File: src/rtl/rowbank_pkg.sv
package rowbank_pkg;
  typedef struct packed {
    logic wrStb;
    logic rdStb;
  } bankStrobe_t;
endpackage

File: src/rtl/rowbank_select.sv
module rowbank_select
  import rowbank_pkg::*;
#(
  parameter int ROW_BITS = 4,
  localparam int ROWS = 1 << ROW_BITS
) (
  input  logic                clk,
  input  logic                rst_n,
  input  logic [ROW_BITS-1:0] rowAddr,
  input  logic                incr,
  input  logic                wrEn,
  input  logic                rdEn,
  output logic [ROWS-1:0]     rowEn,
  output bankStrobe_t         strb
);
  localparam logic [ROW_BITS-1:0] ONE_ROW = 1;
  localparam logic [ROW_BITS-1:0] TOP_ROW = ROW_BITS'(ROWS - 1);

  logic [ROWS-1:0] decLine;

  // full binary-to-one-hot decode, one line per row
  for (genvar i = 0; i < ROWS; i++) begin : g_dec
    assign decLine[i] = (rowAddr == ROW_BITS'(i));
  end

  // per-row 2:1 neighbour mux; row 0 borrows the top row's line
  for (genvar i = 0; i < ROWS; i++) begin : g_mux
    localparam int BELOW = (i == 0) ? ROWS - 1 : i - 1;
    assign rowEn[i] = incr ? decLine[BELOW] : decLine[i];
  end

  assign strb.wrStb = wrEn;
  assign strb.rdStb = rdEn;

  AST_ROW_ONEHOT: assert property (@(posedge clk) disable iff (!rst_n)
    $countones(rowEn) == 1);
  AST_PLAIN_ROW: assert property (@(posedge clk) disable iff (!rst_n)
    !incr |-> rowEn[rowAddr]);
  AST_NEXT_ROW: assert property (@(posedge clk) disable iff (!rst_n)
    (incr && rowAddr != TOP_ROW) |-> rowEn[rowAddr + ONE_ROW]);
  AST_WRAP_ROW: assert property (@(posedge clk) disable iff (!rst_n)
    (incr && rowAddr == TOP_ROW) |-> rowEn[0]);
endmodule

File: src/rtl/rowbank_store.sv
module rowbank_store
  import rowbank_pkg::*;
#(
  parameter int ROWS  = 16,
  parameter int WIDTH = 16
) (
  input  logic             clk,
  input  logic             rst_n,
  input  logic [ROWS-1:0]  rowEn,
  input  bankStrobe_t      strb,
  input  logic [WIDTH-1:0] wrData,
  output logic [WIDTH-1:0] rdData
);
  logic [WIDTH-1:0] cellRow [ROWS];
  logic [WIDTH-1:0] rdMux;

  // word-line style AND-OR read path
  always_comb begin
    rdMux = '0;
    for (int i = 0; i < ROWS; i++) begin
      rdMux = rdMux | (cellRow[i] & {WIDTH{rowEn[i]}});
    end
  end

  for (genvar i = 0; i < ROWS; i++) begin : g_row
    always_ff @(posedge clk) begin
      if (!rst_n) begin
        cellRow[i] <= '0;
      end else if (strb.wrStb && rowEn[i]) begin
        cellRow[i] <= wrData;
      end
    end
  end

  always_ff @(posedge clk) begin
    if (!rst_n) begin
      rdData <= '0;
    end else if (strb.rdStb) begin
      rdData <= rdMux;
    end
  end

  AST_RD_HOLD: assert property (@(posedge clk) disable iff (!rst_n)
    !strb.rdStb |=> $stable(rdData));
  AST_RD_AFTER_RESET: assert property (@(posedge clk)
    !rst_n |=> rdData == '0);
endmodule

File: src/rtl/postinc_row_bank.sv
module postinc_row_bank
  import rowbank_pkg::*;
#(
  parameter int ROW_BITS = 4,
  parameter int WIDTH    = 16,
  localparam int ROWS    = 1 << ROW_BITS
) (
  input  logic                clk,
  input  logic                rst_n,
  input  logic [ROW_BITS-1:0] rowAddr,
  input  logic                incr,
  input  logic                wrEn,
  input  logic [WIDTH-1:0]    wrData,
  input  logic                rdEn,
  output logic [WIDTH-1:0]    rdData,
  output logic [ROWS-1:0]     rowEnable
);
  bankStrobe_t bankStrb;

  rowbank_select #(.ROW_BITS(ROW_BITS)) u_select (
    .clk     (clk),
    .rst_n   (rst_n),
    .rowAddr (rowAddr),
    .incr    (incr),
    .wrEn    (wrEn),
    .rdEn    (rdEn),
    .rowEn   (rowEnable),
    .strb    (bankStrb)
  );

  rowbank_store #(.ROWS(ROWS), .WIDTH(WIDTH)) u_store (
    .clk    (clk),
    .rst_n  (rst_n),
    .rowEn  (rowEnable),
    .strb   (bankStrb),
    .wrData (wrData),
    .rdData (rdData)
  );
endmodule

File: config.mk
export PLATFORM = sky130hd
export DESIGN_NAME = postinc_row_bank
export DESIGN_NICKNAME = d
export VERILOG_FILES = /design/src/rtl/rowbank_pkg.sv /design/src/rtl/rowbank_select.sv /design/src/rtl/rowbank_store.sv /design/src/rtl/postinc_row_bank.sv
export SDC_FILE = /design/constraint.sdc
export NUM_CORES = 1
export LEC_CHECK = 0
export BUFFER_PORTS_ARGS = -buffer_cell sky130_fd_sc_hd__buf_2
export CORE_MARGIN = 5
export CORE_UTILIZATION = 40
export CTS_BUF_LIST = sky130_fd_sc_hd__clkbuf_4 sky130_fd_sc_hd__clkbuf_8
export CTS_CLUSTER_DIAMETER = 100
export DETAILED_ROUTE_END_ITERATION = 8
export PLACE_DENSITY = 0.56
export RECOVER_POWER = 100
export SLEW_MARGIN = 20
export SYNTH_ARGS = -nofsm -noshare
export SYNTH_HDL_FRONTEND = slang
export SYNTH_SLANG_ARGS = --single-unit
export TNS_END_PERCENT = 5
File: constraint.sdc
create_clock -name clk -period 4.86 [get_ports clk]
set_input_delay 0.729 -clock clk [delete_from_list [all_inputs] [get_ports clk]]
set_output_delay 0.729 -clock clk [all_outputs]
set_load 0.005 [all_outputs]
==> flow_summary.ini <==
[layout]
final_util_pct = 44.58
nNetsFinal = 1031
mostFrequentLayoutCells = 256 x edfxtp_1, 140 x and2_0, 119 x and2_1
layout-drive-gt1-share_pct = 13.90
final_common_cell = edfxtp_1
insertedDiodeCount = 0
stdcell_area_mm2 = 0.01396
fill_cells = 2848
syn_to_final_growth_pct = 10.71

[timing]
skew_ns = 0.02686
fmax_mhz = 247.5
slew-limit-headroom_pct = -78.91
slew_viol_final = 102
rsz0062_at_grt = no
setup-violations-final = 0
period_minus_slack_ns = 4.041
finalCritPeriodShare_pct = 83.15
hold_viol = 0
tns_ns = 0
tightest_slew_ns = 2.659

[grt]
grt_usage_pct = 21.65
grt_max_degree = 44
grt_pass1_vias = 8056
overflow = 0
grt_pass1_wl_um = 56240
antenna_found_initial = 1

[worst_setup_path]
crit_required_ns = 4.13
slowest_stage = clkbuf_1
critPathMostFrequentCell = clkbuf_1
cp_top_family = buffers and inverters
crit_chain = buf_2, clkbuf_1, nand2_2, nor3_1, clkbuf_1
startpoint = rowAddr[2]
r2r-start = u_store.cellRow[1][97]
worst-setup-path-type = primary input to output pin
worst_setup_path_end_kind = output pin
critPathLaunchType = primary input
slowest_delay_ns = 1.02
path_buf_inv = 3
cp.arrival_ns = 3.31
cp_max_fo = 30

[place]
gp_congestion = 0.8425
portBuffers = 56
dpl.hpwl_um = 25090
placed_area_mm2 = 0.01314

[detailed_routing]
vias_per_cell = 5.639
drc_errors = 0
wire_per_inst_um = 26.89
drt-initial-drc-count = 815
routed_wl_um = 38860
drt_pass1_iterations = 5
via_count = 8149
postRouteAntennaNets = 0

[die]
initial_core_util_pct = 40.26
rows = 65
fp.coreArea_mm2 = 0.03131
die_w_um = 187.5
ios = 57
dieArea_mm2 = 0.03517
die_height_um = 187.5

[job]
drv_cap = 6

[cts]
cts_root_buf = clkbuf_8
numCtsBuffers = 47
cts_resized = 0
cts_tree = done
clk_pin_slew_ns = 0.06
htree_levels = 2
hold_buffers = 0
cts_setup_buffers = 0
clk_path_buf_depth = 3
clock_latency_ns = 0.56
cts_sinks = 272

[synth]
ys_seq_elements = 272
ys_warn_count = 0
synthTopCellsByArea = edfxtp_1 61%, and2_1 13%, mux2i_1 3.4%, dfxtp_1 2.5%, mux2_2 1.8%
synth.yosys.seq_area_share_pct = 63.52
syn_nets = 988
synth.distinct_cells = 65
yosysTopAreaCellShare_pct = 60.98
async_reset_ff_share_pct = 0
syn_avg_cell_area_um2 = 13.09
netlist_instances = 963
yosys.area.top_type = edfxtp_1
synth_area_mm2 = 0.01261
synth-edff-count = 256
synthFlopType = edfxtp_1

[power]
leakage_nw = 4.862
irDropWorstVdd_mv = 0.1958
power_mw = 5.332
powerDensity_mw_per_mm2 = 382.0

[min_path]
hp-class = register to register
hp-start = u_store.cellRow[1][48]

[status]
status = finished, violations left
violations = max-capacitance violations, max-slew violations
[tightest hold or removal path, stage by stage, from the launching register on]
cell,delay (ns)
edfxtp_1,0.33
nand2_1,0.05
a31oi_1,0.11
[state kept, by name (all words and copies together) (netlist names)]
signal	count
u_store.cellRow	256
u_store.rdData	16
[routing by layer]
layer  GRT usage (%)  vias to the layer above  share of wire, %
met5               0                        -                 0
met4           8.187                        0               4.0
met3           5.156                       81               7.5
met2           32.26                      362                44
met1           30.89                     4077                44
li1                -                     3629                 -
[per-stage QoR]
| step | hold WS (ns) | std cells | setup WS, ns |
|---|---|---|---|
| after floorplan | 0.4770 | 963 | 2.292 |
| after global placement | 0.5018 | 1359 | 1.254 |
| after detailed placement | 0.5120 | 1359 | 1.193 |
| after CTS | 0.5341 | 1445 | 1.217 |
| after global routing | 0.5664 | 1445 | 0.6157 |
| final | 0.5233 | 1445 | 0.8190 |
[final cells by class]
class	instances	area [um2]	area share, %
Tap cell	402	503.0	3.604
Clock buffer	66	827.0	5.926
Timing Repair Buffer	71	339.1	2.429
Inverter	5	18.77	0.1345
Clock inverter	20	140.1	1.004
Multi-Input combinational cell	609	4121	29.53
Sequential cell	272	8008	57.37
[cells by family after synthesis]
family | Yosys count | synth area share (%)
AO/OA/AOI/OAI | 148 | 8.585
XOR/XNOR | 2 | 0.1390
buffers and inverters | 82 | 3.156
flip-flops | 272 | 63.52
multiplexers | 66 | 5.736
AND/OR/NAND/NOR | 393 | 18.87
[cell usage after synthesis (all sizes together) (10+ instances only)]
library cell	count
and2	259
edfxtp	256
clkbuf	47
nand2	46
mux2i	43
buf	30
o21ai	25
mux2	20
nor2	19
nor3	19
dfxtp	16
a211oi	15
a21oi	13
o22ai	13
a22o	12
a22oi	12
and3	11
a31oi	10
nand3	10
[where the power goes]
part / internal, mW / leakage [nW] / switching, mW
clock: 1.21 / 0.521 / 0.947
sequential: 2.71 / 2.58 / 0.0530
combinational: 0.116 / 1.76 / 0.299
[path summary, 6_finish.rpt]
| check | cells after the start | slack [ns] | endpoint |
|---|---|---|---|
| worst max-delay path | 5 | 0.82 | rowEnable[5] |
| worst min-delay path | 2 | 0.52 | u_store.rdData[0] |
| worst max register to register | 4 | 2.86 | u_store.rdData[1] |
| worst min register to register | 2 | 0.52 | u_store.rdData[0] |
Note: power is estimated with default switching activity, not from simulation.
